### src/rtl/tlbp_pkg.sv
package tlbp_pkg;
   localparam logic [1:0] STAT_IDLE = 2'd0;
   localparam logic [1:0] STAT_EXC  = 2'd1;
   localparam logic [1:0] STAT_ACT  = 2'd2;

   typedef enum logic [2:0] {
      PH_IDLE      = 3'd0,
      PH_PE_INVAL  = 3'd1,
      PH_INT_INVAL = 3'd2,
      PH_WAIT_DONE = 3'd3,
      PH_RESTART   = 3'd4
   } phase_e;

   localparam logic OPC_NOP = 1'b0;
   localparam logic OPC_INV = 1'b1;

   localparam int W_CTRL  = 0;
   localparam int W_VA    = 1;
   localparam int W_SEL   = 2;
   localparam int W_RANGE = 3;
   localparam int W_CTX   = 4;

   localparam int B_GO    = 0;
   localparam int B_OPC   = 4;
   localparam int B_STAT  = 16;
   localparam int B_PHASE = 20;
   localparam int B_PGSZ  = 32;
   localparam int B_GLOB  = 40;
   localparam int B_CNT   = 48;
   localparam int B_ECTX  = 32;
   localparam int B_EVAL  = 63;
endpackage

### src/rtl/tlbp_entry_match.sv
module tlbp_entry_match #(
   parameter int VA_W   = 64,
   parameter int MASK_W = 39,
   parameter int ASID_W = 24,
   parameter int CTX_N  = 16,
   localparam int CTXW  = $clog2(CTX_N)
) (
   input  logic [VA_W-1:0]   e_va,
   input  logic [ASID_W-1:0] e_asid,
   input  logic [CTXW-1:0]   e_ctx,
   input  logic              e_valid,
   input  logic [VA_W-1:0]   q_va,
   input  logic [MASK_W-1:0] q_mask,
   input  logic [ASID_W-1:0] q_asid,
   input  logic              q_any,
   input  logic [CTX_N-1:0]  q_ctxmap,
   output logic              hit
);
   logic [VA_W-1:0] care;
   logic            va_ok, asid_ok, ctx_ok;

   generate
      if (VA_W > MASK_W) begin : g_wide
         assign care = ~{{(VA_W-MASK_W){1'b0}}, q_mask};
      end else begin : g_flat
         assign care = ~q_mask[VA_W-1:0];
      end
   endgenerate

   assign va_ok   = ((e_va ^ q_va) & care) == '0;
   assign asid_ok = q_any || (e_asid == q_asid);
   assign ctx_ok  = q_ctxmap[e_ctx];
   assign hit     = e_valid && va_ok && asid_ok && ctx_ok;
endmodule

### src/rtl/tlbp_array.sv
module tlbp_array #(
   parameter int DEPTH  = 16,
   parameter int VA_W   = 64,
   parameter int ASID_W = 24,
   parameter int CTXW   = 4,
   localparam int IDXW  = $clog2(DEPTH)
) (
   input  logic              clk,
   input  logic              rst_n,
   input  logic              ld_en,
   input  logic [IDXW-1:0]   ld_idx,
   input  logic              ld_meta,
   input  logic [63:0]       ld_data,
   input  logic              inv_en,
   input  logic [IDXW-1:0]   inv_idx,
   input  logic [IDXW-1:0]   rd_idx,
   output logic [DEPTH-1:0]  valid_vec,
   output logic [VA_W-1:0]   rd_va,
   output logic [ASID_W-1:0] rd_asid,
   output logic [CTXW-1:0]   rd_ctx,
   output logic [VA_W-1:0]   sel_va,
   output logic [ASID_W-1:0] sel_asid,
   output logic [CTXW-1:0]   sel_ctx
);
   logic [VA_W-1:0]   va_m   [DEPTH];
   logic [ASID_W-1:0] asid_m [DEPTH];
   logic [CTXW-1:0]   ctx_m  [DEPTH];

   for (genvar i = 0; i < DEPTH; i++) begin : g_ent
      always_ff @(posedge clk or negedge rst_n) begin
         if (!rst_n) begin
            va_m[i]      <= '0;
            asid_m[i]    <= '0;
            ctx_m[i]     <= '0;
            valid_vec[i] <= 1'b0;
         end else if (ld_en && ld_idx == IDXW'(i)) begin
            if (ld_meta) begin
               valid_vec[i] <= ld_data[tlbp_pkg::B_EVAL];
               ctx_m[i]     <= ld_data[tlbp_pkg::B_ECTX +: CTXW];
               asid_m[i]    <= ld_data[ASID_W-1:0];
            end else begin
               va_m[i] <= ld_data[VA_W-1:0];
            end
         end else if (inv_en && inv_idx == IDXW'(i)) begin
            valid_vec[i] <= 1'b0;
         end
      end
   end

   assign rd_va    = va_m[rd_idx];
   assign rd_asid  = asid_m[rd_idx];
   assign rd_ctx   = ctx_m[rd_idx];
   assign sel_va   = va_m[inv_idx];
   assign sel_asid = asid_m[inv_idx];
   assign sel_ctx  = ctx_m[inv_idx];
endmodule

### src/rtl/tlbp_engine.sv
module tlbp_engine import tlbp_pkg::*; #(
   parameter int DEPTH = 16,
   parameter int CNT_W = 10,
   localparam int IDXW = $clog2(DEPTH),
   localparam int LW   = $clog2(DEPTH + 1)
) (
   input  logic             clk,
   input  logic             rst_n,
   input  logic             go,
   input  logic             go_opc,
   input  logic [CNT_W-1:0] count,
   output logic [1:0]       status,
   output phase_e           phase,
   output logic             busy,
   output logic             walk_en,
   output logic [IDXW-1:0]  walk_idx
);
   logic [LW-1:0] left;
   logic [LW-1:0] lim;

   assign lim     = (count >= CNT_W'(DEPTH)) ? LW'(DEPTH) : LW'(count);
   assign busy    = (phase != PH_IDLE);
   assign walk_en = (phase == PH_PE_INVAL);

   always_ff @(posedge clk or negedge rst_n) begin
      if (!rst_n) begin
         status   <= STAT_IDLE;
         phase    <= PH_IDLE;
         walk_idx <= '0;
         left     <= '0;
      end else if (busy) begin
         case (phase)
            PH_PE_INVAL: begin
               walk_idx <= walk_idx + 1'b1;
               left     <= left - 1'b1;
               if (left == LW'(1)) phase <= PH_WAIT_DONE;
            end
            PH_WAIT_DONE: begin
               phase <= PH_IDLE;
               if (status == STAT_ACT) status <= STAT_IDLE;
            end
            default: phase <= PH_IDLE;
         endcase
         if (go) status <= STAT_EXC;
      end else if (go) begin
         if (go_opc == OPC_INV) begin
            status   <= STAT_ACT;
            walk_idx <= '0;
            left     <= lim;
            phase    <= (lim == '0) ? PH_WAIT_DONE : PH_PE_INVAL;
         end else begin
            status <= STAT_IDLE;
         end
      end
   end
endmodule

### src/rtl/tlb_purge_handle.sv
module tlb_purge_handle import tlbp_pkg::*; #(
   parameter int DEPTH  = 16,
   parameter int VA_W   = 64,
   parameter int MASK_W = 39,
   parameter int ASID_W = 24,
   parameter int PGSZ_W = 5,
   parameter int CNT_W  = 10,
   parameter int CTX_N  = 16,
   localparam int IDXW   = $clog2(DEPTH),
   localparam int CTXW   = $clog2(CTX_N),
   localparam int ADDR_W = IDXW + 2
) (
   input  logic              clk,
   input  logic              rst_n,
   input  logic              wr_en,
   input  logic [ADDR_W-1:0] addr,
   input  logic [63:0]       wdata,
   output logic [63:0]       rdata
);
   if (DEPTH < 4 || (1 << IDXW) != DEPTH) begin : g_bad_depth
      $error("DEPTH must be a power of two of at least 4");
   end
   if (VA_W > 64 || MASK_W > VA_W || MASK_W > 48) begin : g_bad_va
      $error("address or mask width out of range");
   end
   if (ASID_W > 32 || PGSZ_W > 8 || CNT_W > 16 || DEPTH >= (1 << CNT_W)) begin : g_bad_fld
      $error("operand field width out of range");
   end
   if (CTX_N > 32 || CTXW > 8 || (1 << CTXW) != CTX_N) begin : g_bad_ctx
      $error("context count must be a power of two up to 32");
   end

   logic [VA_W-1:0]   va_r;
   logic [MASK_W-1:0] mask_r;
   logic [ASID_W-1:0] asid_r;
   logic [PGSZ_W-1:0] pgsz_r;
   logic              any_r;
   logic [CNT_W-1:0]  cnt_r;
   logic [CTX_N-1:0]  ctxmap_r;
   logic              opc_r;

   logic [1:0]        status;
   phase_e            phase;
   logic              busy, walk_en, hit, go;
   logic [IDXW-1:0]   walk_idx, rd_idx;
   logic [DEPTH-1:0]  valid_vec;
   logic [VA_W-1:0]   rd_va, sel_va;
   logic [ASID_W-1:0] rd_asid, sel_asid;
   logic [CTXW-1:0]   rd_ctx, sel_ctx;
   logic              is_ent;

   assign is_ent = addr[ADDR_W-1];
   assign rd_idx = addr[IDXW:1];
   assign go     = wr_en && (addr == ADDR_W'(W_CTRL)) && wdata[B_GO];

   always_ff @(posedge clk or negedge rst_n) begin
      if (!rst_n) begin
         va_r <= '0; mask_r <= '0; asid_r <= '0; pgsz_r <= '0;
         any_r <= 1'b0; cnt_r <= '0; ctxmap_r <= '0; opc_r <= OPC_NOP;
      end else if (wr_en && !busy && !is_ent) begin
         case (addr)
            ADDR_W'(W_CTRL):  opc_r <= wdata[B_OPC];
            ADDR_W'(W_VA):    va_r  <= wdata[VA_W-1:0];
            ADDR_W'(W_SEL): begin
               asid_r <= wdata[ASID_W-1:0];
               pgsz_r <= wdata[B_PGSZ +: PGSZ_W];
               any_r  <= wdata[B_GLOB];
            end
            ADDR_W'(W_RANGE): begin
               mask_r <= wdata[MASK_W-1:0];
               cnt_r  <= wdata[B_CNT +: CNT_W];
            end
            ADDR_W'(W_CTX):   ctxmap_r <= wdata[CTX_N-1:0];
            default: ;
         endcase
      end
   end

   tlbp_engine #(.DEPTH(DEPTH), .CNT_W(CNT_W)) u_eng (
      .clk(clk), .rst_n(rst_n), .go(go), .go_opc(wdata[B_OPC]),
      .count(cnt_r), .status(status), .phase(phase), .busy(busy),
      .walk_en(walk_en), .walk_idx(walk_idx)
   );

   tlbp_array #(.DEPTH(DEPTH), .VA_W(VA_W), .ASID_W(ASID_W), .CTXW(CTXW)) u_arr (
      .clk(clk), .rst_n(rst_n),
      .ld_en(wr_en && !busy && is_ent), .ld_idx(rd_idx), .ld_meta(addr[0]),
      .ld_data(wdata), .inv_en(walk_en && hit), .inv_idx(walk_idx),
      .rd_idx(rd_idx), .valid_vec(valid_vec),
      .rd_va(rd_va), .rd_asid(rd_asid), .rd_ctx(rd_ctx),
      .sel_va(sel_va), .sel_asid(sel_asid), .sel_ctx(sel_ctx)
   );

   tlbp_entry_match #(.VA_W(VA_W), .MASK_W(MASK_W), .ASID_W(ASID_W), .CTX_N(CTX_N)) u_match (
      .e_va(sel_va), .e_asid(sel_asid), .e_ctx(sel_ctx), .e_valid(valid_vec[walk_idx]),
      .q_va(va_r), .q_mask(mask_r), .q_asid(asid_r), .q_any(any_r),
      .q_ctxmap(ctxmap_r), .hit(hit)
   );

   always_comb begin
      rdata = '0;
      if (is_ent) begin
         if (addr[0]) begin
            rdata[B_EVAL]          = valid_vec[rd_idx];
            rdata[B_ECTX +: CTXW]  = rd_ctx;
            rdata[ASID_W-1:0]      = rd_asid;
         end else begin
            rdata[VA_W-1:0] = rd_va;
         end
      end else begin
         case (addr)
            ADDR_W'(W_CTRL): begin
               rdata[B_GO]         = busy;
               rdata[B_OPC]        = opc_r;
               rdata[B_STAT +: 2]  = status;
               rdata[B_PHASE +: 3] = phase;
            end
            ADDR_W'(W_VA): rdata[VA_W-1:0] = va_r;
            ADDR_W'(W_SEL): begin
               rdata[ASID_W-1:0]       = asid_r;
               rdata[B_PGSZ +: PGSZ_W] = pgsz_r;
               rdata[B_GLOB]           = any_r;
            end
            ADDR_W'(W_RANGE): begin
               rdata[MASK_W-1:0]      = mask_r;
               rdata[B_CNT +: CNT_W]  = cnt_r;
            end
            ADDR_W'(W_CTX): rdata[CTX_N-1:0] = ctxmap_r;
            default: ;
         endcase
      end
   end
endmodule

### config.mk
export PLATFORM = sky130hd
export DESIGN_NAME = tlb_purge_handle
export DESIGN_NICKNAME = d
export VERILOG_FILES = /design/src/rtl/tlbp_pkg.sv /design/src/rtl/tlbp_entry_match.sv /design/src/rtl/tlbp_array.sv /design/src/rtl/tlbp_engine.sv /design/src/rtl/tlb_purge_handle.sv
export SDC_FILE = /design/constraint.sdc
export NUM_CORES = 2
export LEC_CHECK = 0
export BUFFER_PORTS_ARGS = -buffer_cell sky130_fd_sc_hd__buf_2
export CAP_MARGIN = 40
export CORE_MARGIN = 2
export CORE_UTILIZATION = 45
export DETAILED_ROUTE_END_ITERATION = 8
export SYNTH_ARGS = -nofsm -noshare
export SYNTH_HDL_FRONTEND = slang
export SYNTH_SLANG_ARGS = --single-unit
### constraint.sdc
create_clock -name clk -period 4.5 [get_ports clk]
set_clock_uncertainty 0.1 [all_clocks]
set_input_delay 0.225 -clock clk [delete_from_list [all_inputs] [get_ports clk]]
set_output_delay 0.225 -clock clk [all_outputs]
set_load 0.1 [all_outputs]
-- Word-level counts from Yosys, hierarchy flattened
Index checks and enable logic that the tools add are counted.
Widths: inputs -> output; s select.
- $add $sub $neg: 2
- magnitude comparators: 6
- eq/ne operators: 57
- multiplexer cells: 100
- bitwise logic cells: 6
- reductions and logical operators: 126
- operator list (operator ; number):
    $bmux 64 s4 ; 2
    $mux 64 ; 5
    $bmux 24 s4 ; 2
    $mux 24 ; 5
    $reduce_and 2->1 ; 53
    $and 64x64->64 ; 1
    $eq 4x4->1 const B ; 16
    $logic_not 64->1 ; 1
    $not 39->64 ; 1
    $xor 64x64->64 ; 1
    $pmux 11 s4 ; 1
    $logic_and 1x1->1 ; 41
    $reduce_bool 2->1 ; 20
    $mux 1 ; 38
    $mux 4 ; 9
    $bmux 4 s4 ; 2
    $eq 4x3->1 const B ; 8
    $ne 2x2->1 const B ; 16
    $mux 27 ; 1
    $mux 5 ; 5
    $eq 24x24->1 ; 1
    $pmux 3 s4 ; 2
    $pmux 10 s2 ; 1
    $eq 4x2->1 const B ; 4
    38 further kinds ; 61
- register bits: 1662
- input port bits: 73
- word-level logic and storage cells: 373

-- Logic depth before layout (Yosys ltp)
- word-level depth: 14
- gate-level depth with buffers: 16
- depth with buffers taken out: 10

-- By module
From an unflattened synthesis, not the netlist that was laid out.
- cell total of the unflattened synthesis: 5700
- area total of the unflattened synthesis: 87128.6 µm²
- modules (own cells, without submodules) (module ; times used ; cells an instance ; area each (µm²) ; seq. area each (µm²)):
    tlbp_array ; 1 ; 4909 ; 77419.3 ; 37235.7
    tlb_purge_handle ; 1 ; 570 ; 7764.9 ; 4003.8
    tlbp_entry_match ; 1 ; 143 ; 1186.1 ; 0.0
    tlbp_engine ; 1 ; 78 ; 758.2 ; 325.3

-- Least setup slack after synthesis
No wires, ideal clock.
- kind: in2out
- start point: in addr[1]
- end point: out rdata[31]
- data arrival time: 4449 ps
- data required time: 4175 ps
- slack: -274 ps
- stages on the path: 8
- buffers on the path: 4
- cell sequence: buf_2 > buf_1 > clkbuf_1 > buf_1 > mux4_2 > mux4_2 > inv_1 > o21ai_0
- word-level cells in the longest chain between the ends: 6
- elaborated cells on any way between the ends: 9
- ends and longest elaborated chain (item ; line ; source):
    start: declaration ; tlb_purge_handle.sv:16 ; input logic [ADDR_W-1:0] addr,
    $not 4->5 (implied by the code) ; tlbp_array.sv:50 ; assign rd_va = va_m[rd_idx];
    $bmux 64 s4 ; tlbp_array.sv:50 ;
    $mux 64 (implied by the code) (2 in series) ; tlbp_array.sv:50 ;
    $mux 8 ; tlb_purge_handle.sv:103 ; if (addr[0]) begin
    $mux 64 (*) ; tlb_purge_handle.sv:102 ; if (is_ent) begin
    end: declaration ; tlb_purge_handle.sv:18 ; output logic [63:0] rdata
Every way passes the cells marked *; elsewhere a longest branch is shown, timed or not. The select of a mux whose other input is x is not followed.

-- Worst setup path after layout
- start point: reg u_eng.walk_idx[1]
- end point: reg u_arr.valid_vec[2]
- word-level cells in the longest chain between the ends: 14
- elaborated cells on any way between the ends: 27
- ends and longest elaborated chain (item ; line ; source):
    start: declaration ; tlbp_engine.sv:16 ; output logic [IDXW-1:0] walk_idx
    start signal: assignment ; tlbp_engine.sv:34 ; walk_idx <= walk_idx + 1'b1;
    $not 4->5 (implied by the code) ; tlbp_array.sv:53, tlbp_array.sv:54, tlbp_array.sv:55 ;
    $bmux 64 s4 ; tlbp_array.sv:53 ; assign sel_va = va_m[inv_idx];
    $mux 64 (implied by the code) (2 in series) ; tlbp_array.sv:53 ;
    $xor 64x64->64 ; tlbp_entry_match.sv:30 ; assign va_ok = ((e_va ^ q_va) & care) == '0;
    $and 64x64->64 ; tlbp_entry_match.sv:30 ;
    $logic_not 64->1 ; tlbp_entry_match.sv:30 ;
    $logic_and 1x1->1 (3 in series) ; tlbp_entry_match.sv:33 ; assign hit = e_valid && va_ok && asid_ok && ctx_ok;
    $logic_and 1x1->1 ; tlb_purge_handle.sv:88 ; .ld_data(wdata), .inv_en(walk_en && hit), .inv_idx(walk_idx),
    $logic_and 1x1->1 (*) ; tlbp_array.sv:44 ; end else if (inv_en && inv_idx == IDXW'(i)) begin
    $reduce_bool 2->1 (no line) (*) ; -- ;
    $reduce_and 2->1 (no line) (*) ; -- ;
    end signal: indexed assignment ; tlbp_array.sv:38 ; valid_vec[i] <= ld_data[tlbp_pkg::B_EVAL];
    end: declaration ; tlbp_array.sv:17 ; output logic [DEPTH-1:0] valid_vec,
Marks and branches as above.
A chain may end at the register's enable or synchronous reset.

==> metrics.txt <==
worst reg2reg path startpoint=u_eng.walk_idx[1]; clock root cell=clkbuf_16; Cell variety after synth=75; commonest non-fill, non-tap cell in the layout=mux2_2; minimum clock period after layout=4.382 ns; Finished Layout Cells=8956; share of power burned in registers=a little over a third; die width=approximately 450 um; GR Util All Layers=a little under a third; Worst Path Arrival=5.00 ns; initial antenna violation count=15; setup ws final=approximately 0.12 ns; Final Power=53.16 mW; RePlAce Congestion=just over 0.9; DIE AREA=202000 um^2; Crit. End Element=register; TritonCTS clock tree=yes; Critical Path RT=between 5 and 6 ns; Ys Warns=0; Final Net Count=~6200; final period utilization=97.39%; layout cell share with drive strength beyond 1=around half; Vert. Die Dim=about 450 um; post-placement cell area=94630 um^2; Final Instance Area=~100000 um^2; final hold violation count=0; P_int=between 30 and 40 mW; Cells after Synth=6053; Switch Pwr=about 19 mW; first-pass GRT wire length=between 400000 and 500000 um; worst slew pin tran=1.096 ns; I/O Buffers=~140; Rows=between 150 and 200; dpl hpwl=about 200000 um; Slew headroom=between 20% and 30%; final wirelength=a little over 300000 um; CP Class=reg -> reg; Power Density=roughly 520 nW/um^2; final core occ=about half; Starting Density=a little under half; drt drc=0; max-cap violations=0; TNS Setup=0 ns; Sw Ratio=34.99%; DR iter-0 viols=6213; antenna-violating nets left=0; Crit Path Max Fanout=12; CTS H-tree depth=4; worst min path class=in -> reg; I/O Pins=approximately 140; HP Start=wdata[15]; Synth Cell Area=roughly 89000 um^2; clock power share=29.9%; Seq/Total Area, Yosys=a little under half; drt pass-1 iters=6; pre-CTS setup slack=-0.01116 ns; flops & latches, synth=between 1500 and 2000; final slew viol count=0; FFs w/ async S/R, synth=100.0%; average size of a mapped cell=~15 um^2; Clock Tree Buf Depth=3; Sink Count=1661; FMAX=about 230 MHz; largest net degree at the start of global routing=about 180; commonest cells after routing, fill and taps aside=mux2_2, dfrtp_1, mux4_2; GRT overflow=0; clk_lat worst skew=around 0.86 ns; Reg clk slew, reported paths=~0.06 ns; unrepaired setup endpoints after global routing=false; CTS Buf Count=185; Critical Path Start Type=register; prevailing post-synth register cell=dfrtp_1; Comb power frac=35.0%; Peak supply drop=approximately 0.46 mV; number of synthesized flops with an enable pin=0; hold slack final=roughly 0.047 ns; Area growth, synth to finish=13.82%; syn_nets=about 6100; core area=roughly 200000 um^2; Critical Path Start=u_eng.walk_idx[1]; status=finished, final reports clean; Vias/cell=6.629; Filler Cell Count=~17000; DR vias=around 59000; Setup-failing EPs final=0; Leakage=~46 nW; Inst Count DP=around 8600; WL per Instance=approximately 35 um; via count of the first global-routing pass=roughly 60000
worst paths after layout:
| kind | cells after the start | slack [ns] | end |
|---|---|---|---|
| setup / recovery | 14 | 0.12 | u_arr.valid_vec[2] |
| hold reg to reg | 1 | 0.41 | pgsz_r[0] |
| setup reg to reg | 14 | 0.12 | u_arr.valid_vec[2] |
| max in group asynchronous | 3 | 3.13 | u_arr.va_m[420] |
| min in group asynchronous | 3 | 0.10 | u_arr.asid_m[229] |
| hold / removal | 2 | 0.05 | u_arr.asid_m[375] |
synth_stat cells (all sizes together) (15+ instances only):
cell type / number / area share [%]
mux2: 1761 / 22
dfrtp: 1661 / 47
mux4: 719 / 18
clkbuf: 415 / 1.7
mux2i: 243 / 2.7
nand2: 166 / 0.70
buf: 165 / 1.0
a22oi: 114 / 0.96
o21ai: 70 / 0.39
xor2: 68 / 0.67
nor2: 67 / 0.28
o22ai: 58 / 0.41
inv: 54 / 0.23
xnor2: 52 / 0.51
nand3: 45 / 0.25
a221oi: 42 / 0.42
a21oi: 37 / 0.21
nand4: 32 / 0.22
nor3: 27 / 0.15
a31oi: 26 / 0.18
o211ai: 25 / 0.21
nor4: 20 / 0.17
nor2b: 16 / 0.11
or3: 15 / 0.11
sequential cells by signal, summed over array words and instances, names as in the netlist:
| signal | flops |
|---|---|
| u_arr.valid_vec | 16 |
| u_eng.phase | 2 |
| u_arr.ctx_m | 64 |
| cnt_r | 10 |
| any_r | 1 |
| u_eng.status | 2 |
| mask_r | 39 |
| va_r | 64 |
| asid_r | 24 |
| opc_r | 1 |
| u_arr.va_m | 1024 |
| u_eng.left | 5 |
| pgsz_r | 5 |
| u_eng.walk_idx | 4 |
| u_arr.asid_m | 384 |
| ctxmap_r | 16 |
power by group through the flow:
stage          clock (mW)  combinational (mW)  sequential, mW
2_1_floorplan           0                11.8            18.0
3_3_place_gp            0                18.1            18.7
3_5_place_dp            0                18.3            18.8
4_1_cts              16.1                18.4            18.5
5_1_grt              16.8                19.4            18.8
6_report             15.9                18.6            18.6
final cells by class:
cell class,instances,area [um^2],area share [%]
Clock buffer,285,5560,5.470
Tap cell,2640,3303,3.250
Inverter,54,206.4,0.2031
Sequential cell,1661,41580,40.91
Timing Repair Buffer,502,4887,4.808
Clock inverter,52,772.0,0.7595
Multi-Input combinational cell,3758,45330,44.59
Antenna cell,4,10.01,0.009847
kinds of logic (layout without fill, tap and decap cells):
logic type                 after synthesis  count (layout)  share of synthesized area (%)
AOI/OAI and AO/OA                      456             456                          3.611
xor gates and xnor gates               120             120                          1.177
adders and majority gates                6               6                        0.08406
buffers and inverters                  634             893                          3.007
DFF                                   1661            1661                          46.54
muxes                                 2723            2723                          43.06
other                                    0               4                              0
and+or+nand+nor                        453             453                          2.518
critical path, cell delays in order (launching register included):
cell     delay (ns)
dfrtp_4        0.61
buf_4          0.23
and2_2         0.34
buf_4          0.26
a22oi_1        0.24
a21oi_1        0.29
a31oi_2        0.36
a31oi_1        0.15
buf_4          0.20
nor3_2         0.24
nand4_1        0.24
buf_4          0.21
or2_1          0.27
nor4_2         0.33
a31oi_1        0.14
layer usage:
metal / up-vias / wire [um] / part of all wire, % / track usage (%)
met5: - / 109 / 0.035 / 0
met1: 32460 / 131200 / 42 / 43.14
met2: 2572 / 141700 / 46 / 46.48
met3: 710 / 22880 / 7.4 / 5.844
met4: 12 / 14960 / 4.8 / 13.10
li1: 23620 / - / - / -
timing repair:
item,in CTS,in global routing
hold buffers,61,0
hold endpoints to repair,1894,0
setup buffers,0,0
setup endpoints to repair,8,16
resized for setup,1,8
Power figures use the tool's default switching activity.
